File: src/rtl/mbox_irq_pkg.sv
package mbox_irq_pkg;

  localparam int unsigned NUM_FLAGS = 4;

  // lanes: 0 = port1 bank0, 1 = port1 bank1, 2 = port2, 3 = port3
  typedef enum logic [1:0] {
    LANE_P1_B0 = 2'd0,
    LANE_P1_B1 = 2'd1,
    LANE_P2    = 2'd2,
    LANE_P3    = 2'd3
  } lane_e;

  // flag k is cleared from lane k and set from its partner lane
  function automatic int unsigned set_lane(input int unsigned flag);
    return flag ^ 2;
  endfunction

  function automatic int unsigned clr_lane(input int unsigned flag);
    return flag;
  endfunction

  function automatic logic is_p1_lane(input int unsigned lane);
    return lane < 2;
  endfunction

endpackage

File: src/rtl/mbox_lane_dec.sv
module mbox_lane_dec #(
  parameter int unsigned ADDR_W   = 12,
  parameter logic [ADDR_W-1:0] WR_ADDR  = '1,
  parameter logic [ADDR_W-1:0] ACC_ADDR = '1
) (
  input  logic              sel_i,
  input  logic              wr_n_i,
  input  logic              oe_n_i,
  input  logic [ADDR_W-1:0] addr_i,
  output logic              set_o,
  output logic              clr_o
);

  logic is_write;
  logic is_access;

  assign is_write  = sel_i && !wr_n_i;
  assign is_access = sel_i && (!wr_n_i || !oe_n_i);

  assign set_o = is_write  && (addr_i == WR_ADDR);
  assign clr_o = is_access && (addr_i == ACC_ADDR);

endmodule

File: src/rtl/mbox_flag.sv
module mbox_flag (
  input  logic clk_i,
  input  logic rst_ni,
  input  logic set_i,
  input  logic clr_i,
  output logic irq_n_o
);

  logic flag_q;

  always_ff @(posedge clk_i or negedge rst_ni) begin
    if (!rst_ni)    flag_q <= 1'b0;
    else if (set_i) flag_q <= 1'b1;   // set has priority
    else if (clr_i) flag_q <= 1'b0;
  end

  assign irq_n_o = ~flag_q;

endmodule

File: src/rtl/mbox_irq_ctrl.sv
module mbox_irq_ctrl #(
  parameter int unsigned ADDR_W = 12
) (
  input  logic              clk_i,
  input  logic              rst_ni,
  input  logic [ADDR_W-1:0] p1_addr_i,
  input  logic [1:0]        p1_bank_n_i,
  input  logic              p1_wr_n_i,
  input  logic              p1_oe_n_i,
  input  logic [ADDR_W-1:0] p2_addr_i,
  input  logic              p2_ce_n_i,
  input  logic              p2_wr_n_i,
  input  logic              p2_oe_n_i,
  input  logic [ADDR_W-1:0] p3_addr_i,
  input  logic              p3_ce_n_i,
  input  logic              p3_wr_n_i,
  input  logic              p3_oe_n_i,
  output logic              irq_p1_from_p2_n_o,
  output logic              irq_p1_from_p3_n_o,
  output logic              irq_p2_n_o,
  output logic              irq_p3_n_o
);
  import mbox_irq_pkg::*;

  localparam logic [ADDR_W-1:0] MBOX_PEER = {ADDR_W{1'b1}};
  localparam logic [ADDR_W-1:0] MBOX_P1   = MBOX_PEER - 1'b1;

  logic              lane_sel  [NUM_FLAGS];
  logic              lane_wr_n [NUM_FLAGS];
  logic              lane_oe_n [NUM_FLAGS];
  logic [ADDR_W-1:0] lane_addr [NUM_FLAGS];
  logic              lane_set  [NUM_FLAGS];
  logic              lane_clr  [NUM_FLAGS];
  logic              irq_n     [NUM_FLAGS];

  // exactly one bank enable low qualifies port 1
  assign lane_sel[LANE_P1_B0] = !p1_bank_n_i[0] &&  p1_bank_n_i[1];
  assign lane_sel[LANE_P1_B1] =  p1_bank_n_i[0] && !p1_bank_n_i[1];
  assign lane_sel[LANE_P2]    = !p2_ce_n_i;
  assign lane_sel[LANE_P3]    = !p3_ce_n_i;

  assign lane_wr_n[LANE_P1_B0] = p1_wr_n_i;
  assign lane_wr_n[LANE_P1_B1] = p1_wr_n_i;
  assign lane_wr_n[LANE_P2]    = p2_wr_n_i;
  assign lane_wr_n[LANE_P3]    = p3_wr_n_i;

  assign lane_oe_n[LANE_P1_B0] = p1_oe_n_i;
  assign lane_oe_n[LANE_P1_B1] = p1_oe_n_i;
  assign lane_oe_n[LANE_P2]    = p2_oe_n_i;
  assign lane_oe_n[LANE_P3]    = p3_oe_n_i;

  assign lane_addr[LANE_P1_B0] = p1_addr_i;
  assign lane_addr[LANE_P1_B1] = p1_addr_i;
  assign lane_addr[LANE_P2]    = p2_addr_i;
  assign lane_addr[LANE_P3]    = p3_addr_i;

  for (genvar l = 0; l < NUM_FLAGS; l++) begin : g_lane
    localparam logic [ADDR_W-1:0] WR_A  = is_p1_lane(l) ? MBOX_PEER : MBOX_P1;
    localparam logic [ADDR_W-1:0] ACC_A = is_p1_lane(l) ? MBOX_P1   : MBOX_PEER;
    mbox_lane_dec #(
      .ADDR_W  (ADDR_W),
      .WR_ADDR (WR_A),
      .ACC_ADDR(ACC_A)
    ) dec_i (
      .sel_i (lane_sel[l]),
      .wr_n_i(lane_wr_n[l]),
      .oe_n_i(lane_oe_n[l]),
      .addr_i(lane_addr[l]),
      .set_o (lane_set[l]),
      .clr_o (lane_clr[l])
    );
  end

  for (genvar f = 0; f < NUM_FLAGS; f++) begin : g_flag
    mbox_flag flag_i (
      .clk_i  (clk_i),
      .rst_ni (rst_ni),
      .set_i  (lane_set[set_lane(f)]),
      .clr_i  (lane_clr[clr_lane(f)]),
      .irq_n_o(irq_n[f])
    );
  end

  assign irq_p1_from_p2_n_o = irq_n[0];
  assign irq_p1_from_p3_n_o = irq_n[1];
  assign irq_p2_n_o         = irq_n[2];
  assign irq_p3_n_o         = irq_n[3];

endmodule

File: config.mk
export PLATFORM = sky130hd
export DESIGN_NAME = mbox_irq_ctrl
export DESIGN_NICKNAME = d
export VERILOG_FILES = /design/src/rtl/mbox_irq_pkg.sv /design/src/rtl/mbox_lane_dec.sv /design/src/rtl/mbox_flag.sv /design/src/rtl/mbox_irq_ctrl.sv
export SDC_FILE = /design/constraint.sdc
export NUM_CORES = 1
export LEC_CHECK = 0
export ABC_AREA = 1
export CORE_AREA = 2 2 39 41
export DETAILED_ROUTE_END_ITERATION = 10
export DIE_AREA = 0 0 41 43
export DONT_BUFFER_PORTS = 1
export PLACE_DENSITY = 0.4
export SETUP_SLACK_MARGIN = 0.2
export SLEW_MARGIN = 20
export SYNTH_ARGS = -nofsm -noshare
export SYNTH_HDL_FRONTEND = slang
export SYNTH_SLANG_ARGS = --single-unit
File: constraint.sdc
create_clock -name clk_i -period 1 [get_ports clk_i]
set_input_delay 0.15 -clock clk_i [delete_from_list [all_inputs] [get_ports clk_i]]
set_output_delay 0.15 -clock clk_i [all_outputs]
set_load 0.01 [all_outputs]
==> results.md, run 1 <==
- For this block, the routed nets add up to about 850 um of wire.
- Of the total synthesized cell area, the portion taken by full adders, half adders and majority gates is 0.
- In this run, CTS created clock tree buffers numbering 3.
- The data required time at the worst endpoint is 0.85 ns.
- The critical path in this run is classified as flip-flop to output port.
- For this run, the slowest stage of the critical path takes 0.38 ns.
- The total global-route track usage is 0.114.
- The floorplan step set the die width to 41 um.
- Of the total power, the share spent switching nets is 0.222.
- The hold violation count in the final report was 0.
- A synthesized cell averages 5.56 um2.
- The register ranked first by flip-flop count is g_flag.flag_i.flag_q.
- The min-delay analysis places its worst path in the category input port to flip-flop.
- After clock tree synthesis, the clock-pin slew on the worst setup and hold paths is 0.04 ns.
- The first-pass detailed-route iteration total is 4.
- The largest registers in the layout are g_flag.flag_i.flag_q (4).
- The residual overflow from global routing is 0.
- 0 antenna diodes ended up in the layout.
- The share of total power dissipated in the clock network is 0.482.
- TritonCTS built the clock tree.
- The Yosys step of the flow raised 0 warnings.
- For this design the static power due to leakage is about 0.22 nW.
- In the final routed layout, each cell accounts on average for 9.46 um.
- Headroom to the max-slew limit came out at 0.873.
- The total of buffers placed on input and output ports is 0.
- The number of H-tree levels is 1.
- The switching power of the nets is approximately 0.000091 W.
- The die covers about 0.0018 mm2.
- At the end of routability-driven placement, the weighted congestion stood at 0.611.
- The sum of buffers and inverters on the critical path is 1.
- In this run the deepest clock path goes through 2 buffers.
- The fraction of final layout cells with drive strength greater than 1 is 0.162.
- The family with the most delay on the worst path is flip-flops.
- Across all register-to-register paths, the minimum setup slack is 0.28 ns.
- The wire length of the first global-routing pass is 1300 um.
- The placeable core region is around 0.0014 mm2.
- The final-report max-slew violation count is 0.
- The tree is rooted in a sky130_fd_sc_hd__clkbuf_4.
- The half-perimeter wire length of the detailed placement result is 789 um.
- Internal power comes to 0.000319 W.
- The flow ran to the end, and the final reports show no timing, DRC or antenna violations.
- In the finished design, the share of the clock period the worst path needs comes to 0.842.
- The number of global-route vias before repair is 363.
- In this run the count of I/O pins placed on the die edge is 52.
- The cell area after synthesis is around 380 um2.
- The post-detailed-route count of antenna-violating nets is 0.
- The sort of element at the start of the critical path is a flip-flop.
- The floorplan die height is 43 um.
- Power spread over the standard cell area amounts to around 900 mW/mm2.
- The clock net sink count is 4.
- The setup TNS after final layout is 0 ns.
- The floorplan has 14 rows.
- The tool flagged a number of max-cap violations equal to 0.
- Synthesis produced a netlist with a net count of 116.
- The worst-case IR drop observed on VDD is 0.459 mV.
- The number of flip-flops in the largest register is 4.
- The main combinational cell family by area after synthesis is simple AND/OR/NAND/NOR gates.
- Compared with the post-synthesis result, the final layout area differs by 17.9%.
- The DRC violation total after the first TritonRoute iteration is 7.
- After detailed routing, the number of remaining DRC violations is 0.
- The total of endpoints with negative setup slack in the final report is 0.
- The initial core utilization is 0.273.
- The share of the yosys chip area belonging to registers is 0.265.
- The fraction of the mapped netlist area in compound gates is 0.
- The share of synthesized cell area in and, or, nand and nor gates is 0.636.
- The final layout net count is approximately 120.
- The fraction of power consumed by combinational cells is 0.118.
- The critical path goes through inv_2.
- The critical path endpoint category is an output port.
- The share of synthesized area spent on multiplexers is 0.
- Setup repair after global routing could not meet its margin everywhere.
- The number of register bits inferred by synthesis is 4.
- The highest clock frequency the design can meet is 1190 MHz.
- The total number of vias is 437.
- The latest clock arrival within the worst-skew pair is ~0.23 ns.
- For this design, the slowest cell found on the critical path is sky130_fd_sc_hd__dfrtp_1.
- Of all nets on the critical path, the largest fanout is 2.
- The data arrival at the endpoint of the critical path is 0.69 ns.
- Of the total power, registers draw 0.399.
- The number of antenna violations at the first check in global routing is 0.
- The number of different library cells used by synthesis comes to 8.
- The total of fill cells in the finished design is 170.
- The pin slew with the least headroom to its limit is 0.190 ns.
- The xor-xnor portion of the synthesized cell area is 0.
- The utilization of the core after routing is 0.322.
- The clock period minus worst slack is 0.842 ns.
- Synthesis handed over a netlist of 68 instances.
- The mean number of vias per cell is 4.86.
- The clock tree skew after final layout is 0 ns.
- The pin count of the biggest net entering global routing is 5.
[Yosys cell counts]
cell type,number,area [um2]
sky130_fd_sc_hd__inv_1,10,37.5
sky130_fd_sc_hd__dfrtp_1,4,100
sky130_fd_sc_hd__nor3_1,4,20.0
sky130_fd_sc_hd__nor2_1,7,26.3
sky130_fd_sc_hd__nand3b_1,2,15.0
sky130_fd_sc_hd__nand2_1,31,116
sky130_fd_sc_hd__nand4_1,7,43.8
sky130_fd_sc_hd__nor2_2,3,18.8
[path summary, 6_finish.rpt]
path	from	to	depth (start not counted)
worst min register to register	g_flag[1].flag_i.flag_q	g_flag[1].flag_i.flag_q	2
worst max-delay path	g_flag[0].flag_i.flag_q	irq_p1_from_p2_n_o	1
worst max register to register	g_flag[0].flag_i.flag_q	g_flag[0].flag_i.flag_q	3
worst min-delay path	p1_wr_n_i	g_flag[2].flag_i.flag_q	3
min in group asynchronous	rst_ni	g_flag[3].flag_i.flag_q	1
max in group asynchronous	rst_ni	g_flag[1].flag_i.flag_q	1
[cell usage in the layout, fill, tap and decap left out]
cell                            Yosys  final
sky130_fd_sc_hd__clkbuf_4           0      3
sky130_fd_sc_hd__inv_1             10      6
sky130_fd_sc_hd__nand3b_1           2      2
sky130_fd_sc_hd__nand4_1            7      7
sky130_fd_sc_hd__nor2_1             7      7
sky130_fd_sc_hd__nor2_2             3      3
sky130_fd_sc_hd__nand2_1           31     31
sky130_fd_sc_hd__nor3_1             4      4
sky130_fd_sc_hd__dlygate4sd3_1      0      1
sky130_fd_sc_hd__buf_4              0      2
sky130_fd_sc_hd__dfrtp_1            4      4
sky130_fd_sc_hd__inv_2              0      4
[repair_timing]
action | in CTS | in global routing
hold buffers | 1 | 0
setup buffers | 1 | 1
endpoints found under the hold margin | 4 | 0
resized for setup | 4 | 0
endpoints found under the setup margin | 4 | 4
[area by class of cell]
cell class                      count  area (um2)  area share
Sequential cell                     4         100       0.225
Clock buffer                        3        22.5      0.0506
Multi-Input combinational cell     54         240       0.539
Timing Repair Buffer                3        25.0      0.0562
Inverter                           10        37.5      0.0843
Tap cell                           16        20.0      0.0449
[logic make-up (layout without fill, tap and decap cells)]
| family | count (synthesis) | in the layout |
|---|---|---|
| buf+inv | 10 | 16 |
| flops | 4 | 4 |
| simple gates | 54 | 54 |
[power by group through the flow]
stage | combinational, W | clock, W | sequential [W]
floorplan | 0.0000376 | 0 | 0.000166
CTS | 0.0000492 | 0.000211 | 0.000164
detailed placement | 0.0000431 | 0 | 0.000166
global route | 0.0000579 | 0.000228 | 0.000163
global placement | 0.0000428 | 0 | 0.000166
finish | 0.0000484 | 0.000198 | 0.000164
[metrics by stage]
step | hold slack [ns] | std cells | worst slack (ns) | area, um2 | power, W
global placement | -0.145 | 84 | 0.281 | 398 | 0.000209
floorplan | -0.146 | 68 | 0.360 | 378 | 0.000203
global route | 0.109 | 90 | 0.118 | 445 | 0.000449
CTS | 0.0974 | 89 | 0.148 | 438 | 0.000424
finish | 0.100 | 90 | 0.158 | 445 | 0.000410
detailed placement | -0.145 | 84 | 0.281 | 398 | 0.000209
[per-layer routing]
metal	GRT usage	share of wire
met1	0.121	0.36
met2	0.172	0.52
met3	0.0628	0.13
met4	0.0600	0
met5	0	0
Power figures use the tool's default switching activity.
==> run 2: changes to the inputs <==
--- a/config.mk
+++ b/config.mk
@@ -5,12 +5,12 @@
 export SDC_FILE = /design/constraint.sdc
 export NUM_CORES = 1
 export LEC_CHECK = 0
-export ABC_AREA = 1
+export ABC_AREA = 0
 export CORE_AREA = 2 2 39 41
 export DETAILED_ROUTE_END_ITERATION = 10
 export DIE_AREA = 0 0 41 43
 export DONT_BUFFER_PORTS = 1
-export PLACE_DENSITY = 0.4
+export PLACE_DENSITY = 0.35
 export SETUP_SLACK_MARGIN = 0.2
 export SLEW_MARGIN = 20
 export SYNTH_ARGS = -nofsm -noshare
==> constraint.sdc (replaced) <==
create_clock -name clk_i -period 0.86 [get_ports clk_i]
set_input_delay 0.129 -clock clk_i [delete_from_list [all_inputs] [get_ports clk_i]]
set_output_delay 0.129 -clock clk_i [all_outputs]
set_load 0.01 [all_outputs]
==> run 2 against run 1 <==
Compared with the run above: synthesized cell count fell by 44%; setup slack lost 0.13 ns; synthesized area fell by 16%; register-to-register slack worse by 0.21 ns; clock skew unchanged; first-iteration DRC count decreased by 71%; final cell count down 30%; critical path depth did not move; total power rose by 17%; critical endpoint unchanged; highest routed layer unchanged.
==> results.md, run 2 <==
- The flow ran to the end, and the final reports show no timing, DRC or antenna violations.
- The highest net fanout along the worst path is 3.
- The final layout net count is 97.
- The worst path meets setup with 0.0263 ns of slack.
- The routed wire length per instance is between 15 and 20 um.
- After detailed routing, the number of vias per cell comes to 5.70.
- In this run the tool buffered the top-level ports with 0 buffer cells.
- The relative area change from synthesis to final layout is 35.3%.
- The startpoint identified for the worst register-to-register timing path is g_flag[1].flag_i.flag_q.
- Summing all multi-input logic gate instances after layout gives around 220 um2.
- The post-detailed-route count of antenna-violating nets is 0.
- For this run, the share of the core covered by cells in the final layout is 0.312.
- The pin count of the biggest net entering global routing is 5.
- STA classifies the critical path startpoint as a flip-flop.
- The detailed router placed 359 vias in this run.
- At the worst endpoint, the arrival time is 0.70 ns.
- After clock tree synthesis, the clock-pin slew on the worst setup and hold paths is 0.04 ns.
- For this design the top-level I/O count stands at 52.
- The largest vdd supply drop is 0.442 mV.
- The number of cells produced by synthesis is 38.
- The post-detailed-routing wire length is 1010 um.
- The endpoint with the worst hold slack is g_flag[2].flag_i.flag_q.
- The worst setup path is captured at an output port.
- Traced cell by cell, the critical path runs through inv_2.
- The number of H-tree levels is 1.
- Of the total power, the share spent switching nets is 0.216.
- The count of yosys warnings during synthesis is 0.
- In the global route stage, overall resource usage came out at 0.127.
- For the pin with the worst max-slew slack, the measured transition is 0.393 ns.
- The clock net sink count is 4.
- The share of total power dissipated in combinational logic is 0.111.
- In this run, distinct cell masters in the synthesized netlist total 15.
- The area occupied by registers is 100 um2.
- The most area-hungry cell type in the Yosys netlist is sky130_fd_sc_hd__dfrtp_1.
- The total overflow left after global routing is 0.
- The remaining routing DRC violations is 0.
- Synthesis produced a netlist with a net count of 86.
- The clock tree skew after final layout is 0 ns.
- The share of synthesized registers carrying an async set or reset is 1.00.
- The internal power of the cells totals 0.000375 W.
- The TritonCTS clock tree is done.
- Counting cells, the worst reg-to-reg path comes to 3.
- The clock group share of total power is 0.493.
- For the final routed database, the setup TNS stands at 0 ns.
- The sum of buffers and inverters on the critical path is 1.
- The root buffer cell is sky130_fd_sc_hd__clkbuf_4.
- The die covers 0.00176 mm2.
- The switching power of the nets is 0.000103 W.
- The DRC violation total after the first TritonRoute iteration is 2.
- The kind of cell with the highest combined delay along the critical path is flip-flops.
- In this run the tightest slew margin relative to its limit is 0.734.
- Setup violations remaining at the end of the flow were counted as 0.
- The final-report max-slew violation count was 0.
- Setup repair after global routing could not meet its margin everywhere.
- The data required time at the worst endpoint is 0.73 ns.
- The max-capacitance violation count is 0.
- The placement row count is 14.
- In the final layout, the share of cells above drive strength 1 is 0.383.
- The first global-routing pass estimated around 1500 um of wire.
- The synthesized area per cell is roughly 8.4 um2.
- The setup path with the least slack is of type flip-flop to output port.
- Buffers inserted during clock tree synthesis total 3.
- The number of antenna violations at the first check in global routing is 0.
- The register ranked first by flip-flop count is g_flag.flag_i.flag_q.
- For this design, the slowest cell found on the critical path is sky130_fd_sc_hd__dfrtp_1.
- The share of the yosys chip area belonging to registers is 0.314.
- The commonest non-fill, non-tap cell in the layout is sky130_fd_sc_hd__nand4_1.
- The highest clock frequency the design can meet is 1200 MHz.
- The number of register bits inferred by synthesis is 4.
- The end of the worst register-to-register path is g_flag[1].flag_i.flag_q.
- In the layout the commonest cells are 6 x sky130_fd_sc_hd__nand4_1, 4 x sky130_fd_sc_hd__inv_2, 4 x sky130_fd_sc_hd__dfrtp_1, 4 x sky130_fd_sc_hd__buf_4.
- The cell area that synthesis handed to floorplanning was 319 um2.
- Of the post-synthesis cell area, the dominant cell type holds 0.314.
- The floorplan die height is 43 um.
- At the end of routability-driven placement, the weighted congestion stood at 0.621.
- The most common cell in the synthesized netlist is sky130_fd_sc_hd__nand4_1.
- The delay contributed by the slowest stage of the critical path is 0.39 ns.
- The type of the worst min-delay path is input port to flip-flop.
- The number of buffers on the longest clock path is 2.
- The number of global-route vias before repair is roughly 380.
- The internal reg-to-reg setup slack is about 0.07 ns.
- The launch point of the worst hold path is p1_bank_n_i[1].
- The number of antenna diodes in the final layout is 0.
- Including well taps, the total number of placed cells is 57.
- Ranked by total cell area, the synthesized netlist is headed by sky130_fd_sc_hd__dfrtp_1 31%, sky130_fd_sc_hd__nand4_1 12%, sky130_fd_sc_hd__o41ai_1 11%.
- Along the worst hold path, the cell count comes to 2.
- Clock latency on the worst-skew pair, taken at its later pin, is 0.23 ns.
- The sequential group share of total power is 0.397.
- For this configuration, the core starts out at a cell density of 0.231.
- The clock period could shrink to 0.834 ns.
- The die span in x is between 40 and 50 um.
- The register with the most flip-flops in the layout has 4 of them.
- After filler insertion, the fill cell instance count of the layout stands at ~160.
- The largest registers in the layout are g_flag.flag_i.flag_q (4).
- The half-perimeter wire length of the detailed placement result is just under 900 um.
- Excluding fillers, the count of instances in the completed layout stands at 63.
- The post-route clock period utilization is 0.969.
- Counting flops with a built-in enable in the synthesized netlist gives 0.
- After synthesis, the most frequently instantiated cells are 6 x sky130_fd_sc_hd__nand4_1, 4 x sky130_fd_sc_hd__dfrtp_1, 4 x sky130_fd_sc_hd__inv_1, 4 x sky130_fd_sc_hd__o41ai_1.
- For this design the ratio of total power to cell area is 1110 mW/mm2.
- The dominant register cell in the synthesized netlist is sky130_fd_sc_hd__dfrtp_1.
- The hold violation count in the final report is 0.
- The placeable core region is roughly 0.0014 mm2.
- The reported leakage power is 0.169 nW.
- For this run, the detailed router's first-pass iteration total came to 2.
- The worst slack at placement is -0.181 ns.
## run 2: cell count changes in the layout (fill, tap and decap cells not counted), sizes merged, moves of 3 or more
cell,before,now
nand2b,0,3
nand3,0,3
nor2,10,1
nand2,31,2
buf,2,5
inv,10,4
nor3,4,0
o41ai,0,4
## run 2: power groups by stage
stage	clock, W	sequential [W]	combinational [W]
6_report	0.000236	0.000190	0.0000528
5_1_grt	0.000261	0.000189	0.0000582
4_1_cts	0.000248	0.000190	0.0000528
3_5_place_dp	0	0.000192	0.0000434
3_3_place_gp	0	0.000192	0.0000408
2_1_floorplan	0	0.000192	0.0000318
## run 2: area by class of cell
class                           instances  area share
Sequential cell                         4       0.232
Inverter                                4      0.0348
Multi-Input combinational cell         30       0.516
Timing Repair Buffer                    6       0.119
Tap cell                               16      0.0464
Clock buffer                            3      0.0522
## run 2: worst max path at each step
| stage | start | end | slack (ns) | cells after the start |
|---|---|---|---|---|
| after floorplan | p1_wr_n_i | g_flag[2].flag_i.flag_q | -0.10 | 3 |
| after global placement | p1_wr_n_i | g_flag[2].flag_i.flag_q | -0.14 | 3 |
| after detailed placement | p1_addr_i[10] | g_flag[2].flag_i.flag_q | -0.18 | 3 |
| after CTS | g_flag[0].flag_i.flag_q | irq_p1_from_p2_n_o | 0.02 | 1 |
| after global routing | g_flag[1].flag_i.flag_q | irq_p1_from_p3_n_o | -0.002 | 1 |
| final | g_flag[0].flag_i.flag_q | irq_p1_from_p2_n_o | 0.03 | 1 |
## run 2: cell families after synthesis
logic type / count (synthesis) / synth area share
flops: 4 / 0.314
simple gates: 21 / 0.412
compound gates: 9 / 0.227
buf+inv: 4 / 0.0470
## run 2: layer usage
metal	up-vias	track usage	part of all wire
met3	0	0.0524	0.10
met5	-	0	0
met1	165	0.129	0.35
li1	173	-	-
met2	21	0.209	0.55
met4	0	0.0600	0
## run 2: timing repair
action / in CTS / in global routing
hold buffers: 1 / 0
gates resized for setup: 7 / 2
gates cloned: 0 / 0
pin swaps: 2 / 2
setup buffers: 2 / 0
endpoints found under the hold margin: 4 / 0
endpoints found under the setup margin: 8 / 8
## run 2: per-stage QoR
step,cell area (um2),hold WS (ns),power (W)
3_3_place_gp,362,-0.166,0.000233
5_1_grt,432,0.104,0.000508
3_5_place_dp,362,-0.166,0.000235
4_1_cts,424,0.0780,0.000490
2_1_floorplan,319,-0.167,0.000224
6_report,432,0.0937,0.000478
==> run 3: changes to the inputs <==
==> constraint.sdc (replaced) <==
create_clock -name clk_i -period 1 [get_ports clk_i]
set_input_delay 0.15 -clock clk_i [delete_from_list [all_inputs] [get_ports clk_i]]
set_output_delay 0.15 -clock clk_i [all_outputs]
set_load 0.01 [all_outputs]
==> run 3 against run 2 <==
Compared with the run above: clock power fell by 16%; critical path depth stayed put; largest cell class unchanged; utilization unchanged; highest routed layer unchanged; sequential cell count unchanged; total power decreased by 15%.
==> results.md, run 3 (same netlist as run 2, synthesis figures left out) <==
- The post-route clock period utilization is 0.850.
- The delay contributed by the slowest stage of the critical path is about 0.4 ns.
- The final-report max-slew violation count is 0.
- The mean number of vias per cell is 5.69.
- The commonest non-fill, non-tap cell in the layout is sky130_fd_sc_hd__nand4_1.
- The clock period minus worst slack is 0.850 ns.
- The total of endpoints with negative setup slack in the final report is 0.
- Entering global routing, the biggest net connects 5 pins.
- The sum of buffers and inverters on the critical path is 1.
- From bottom edge to top edge, the die measures 43 um.
- The global placement routability congestion is 0.616.
- Adding up every negative setup slack in the final design gives 0 ns.
- The library cells used most frequently in the layout, excluding fill and tap cells, are 6 x sky130_fd_sc_hd__nand4_1, 4 x sky130_fd_sc_hd__inv_2, 4 x sky130_fd_sc_hd__dfrtp_1.
- The hold violation count in the final report came to 0.
- The number of H-tree levels is 1.
- The type of the worst min-delay path is input port to flip-flop.
- The total CTS buffers is 3.
- The largest vdd supply drop is around 0.74 mV.
- The first-pass detailed-route iteration total is 2.
- The number of antenna violations at the first check in global routing is 0.
- The family with the most delay on the worst path is flip-flops.
- After clock tree synthesis, the clock-pin slew on the worst setup and hold paths is 0.03 ns.
- For the final database, setup skew stands at 0 ns.
- In this run the tool buffered the top-level ports with 0 buffer cells.
- The post-detailed-route count of antenna-violating nets is 0.
- The data arrival at the endpoint of the critical path is 0.70 ns.
- Of all nets on the critical path, the largest fanout is 3.
- The total global-route track usage is 0.125.
- In this run the horizontal extent of the chip is 41 um.
- The critical path goes through inv_2.
- The DRC violation total after the first TritonRoute iteration is 6.
- After floorplanning, the core was sized to cover 0.00138 mm2.
- In this run the top signal layer used is met3.
- The finished cells cover around 430 um2.
- The total length of routed met2 wires is 489 um.
- 52 I/O pins were placed.
- The post-detailed-routing wire length is 945 um.
- The detailed-route wire length on metal 1 is approximately 320 um.
- STA puts the critical path data required time at 0.85 ns.
- In the routed design, unresolved DRC markers number 0.
- The sort of element at the start of the critical path is a flip-flop.
- The highest clock frequency the design can meet is 1180 MHz.
- The final hold slack is 0.0975 ns.
- The final layout net count is 96.
- The number of buffers on the longest clock path is 2.
- The initialized floorplan defines 14 standard-cell rows.
- The flow ran to the end, and the final reports show no timing, DRC or antenna violations.
- The total cell area at the placement stage is 354 um2.
- The initial core utilization is 0.231.
- The largest registers in the layout are g_flag.flag_i.flag_q (4).
- At the later pin of the worst-skew pair, clock insertion delay measures 0.23 ns.
- The power consumption is 0.000407 W.
- The tree is rooted in a sky130_fd_sc_hd__clkbuf_4.
- The half-perimeter wire length of the detailed placement result is roughly 860 um.
- The register with the most flip-flops in the layout has 4 of them.
- The register ranked first by flip-flop count is g_flag.flag_i.flag_q.
- The antenna diode count is 0.
- The die outline area is 0.00176 mm2.
- Across all layers, the routed design uses 353 vias.
- The TritonCTS clock tree is done.
- The pin slew with the least headroom to its limit is 0.321 ns.
- The power per unit of standard cell area is ~940 mW/mm2.
- After detailed routing, the met3 layer carries 138 um of wire.
- Setup repair after global routing could not meet its margin everywhere.
- The max-capacitance violation count is 0.
- The worst setup path is captured at an output port.
- Dividing the detail-routed wire length by the instance count gives roughly 15 um.
- The first global-routing pass estimated ~1400 um of wire.
- Relative to the synthesized area, the layout overhead comes to 35.3%.
- The slowest stage of the critical path belongs to the cell sky130_fd_sc_hd__dfrtp_1.
- The residual overflow from global routing is 0.
- The filler-free cell count of the finished design is 62.
- The number of cells after detailed placement is 56.
- The reported leakage power is 0.192 nW.
- The normalized max-slew margin is 0.783.
- The clock drives 4 sinks.
- The number of global-route vias before repair is 361.
- The kind of critical path is flip-flop to output port.
- The fraction of final layout cells with drive strength greater than 1 is 0.348.
-- run 3: final timing paths --
kind | slack [ns] | depth (start not counted) | to | from
min in group asynchronous | 0.19 | 1 | g_flag[1].flag_i.flag_q | rst_ni
worst min register to register | 0.53 | 2 | g_flag[2].flag_i.flag_q | g_flag[2].flag_i.flag_q
max in group asynchronous | 0.63 | 1 | g_flag[0].flag_i.flag_q | rst_ni
worst min-delay path | 0.1 | 2 | g_flag[2].flag_i.flag_q | p1_bank_n_i[1]
worst max-delay path | 0.15 | 1 | irq_p1_from_p2_n_o | g_flag[0].flag_i.flag_q
worst max register to register | 0.21 | 3 | g_flag[1].flag_i.flag_q | g_flag[1].flag_i.flag_q
-- run 3: stage by stage --
| step | util | worst slack (ns) |
|---|---|---|
| global route | 0.312 | 0.113 |
| floorplan | - | 0.0186 |
| detailed placement | 0.256 | -0.0573 |
| finish | 0.312 | 0.150 |
| global placement | 0.256 | -0.0204 |
| CTS | 0.293 | 0.135 |
-- run 3: per-layer routing --
metal	vias up	track usage
met3	0	0.0995
met2	22	0.194
li1	169	-
met5	-	0
met4	0	0.0200
met1	162	0.130
-- run 3: repair_timing --
action                                 in CTS  in global routing
setup buffers                               2                  0
setup endpoints to repair                   5                  7
endpoints found under the hold margin       4                  0
gates resized for setup                     5                  4
pin swaps                                   0                  2
hold buffers                                1                  0
-- run 3: report_power, final --
part	total, W	internal [W]	switching (W)
combinational	0.0000446	0.0000241	0.0000206
sequential	0.000163	0.000163	0.000000139
clock	0.000199	0.000134	0.0000650
-- run 3: area by class of cell --
class                      count  area (um2)
fill                         160         952
multi-input combinational     30         230
sequential                     4         100
timing repair buffer           5        43.8
clock buffer                   3        22.5
tap                           16        20.0
inverter                       4        15.0
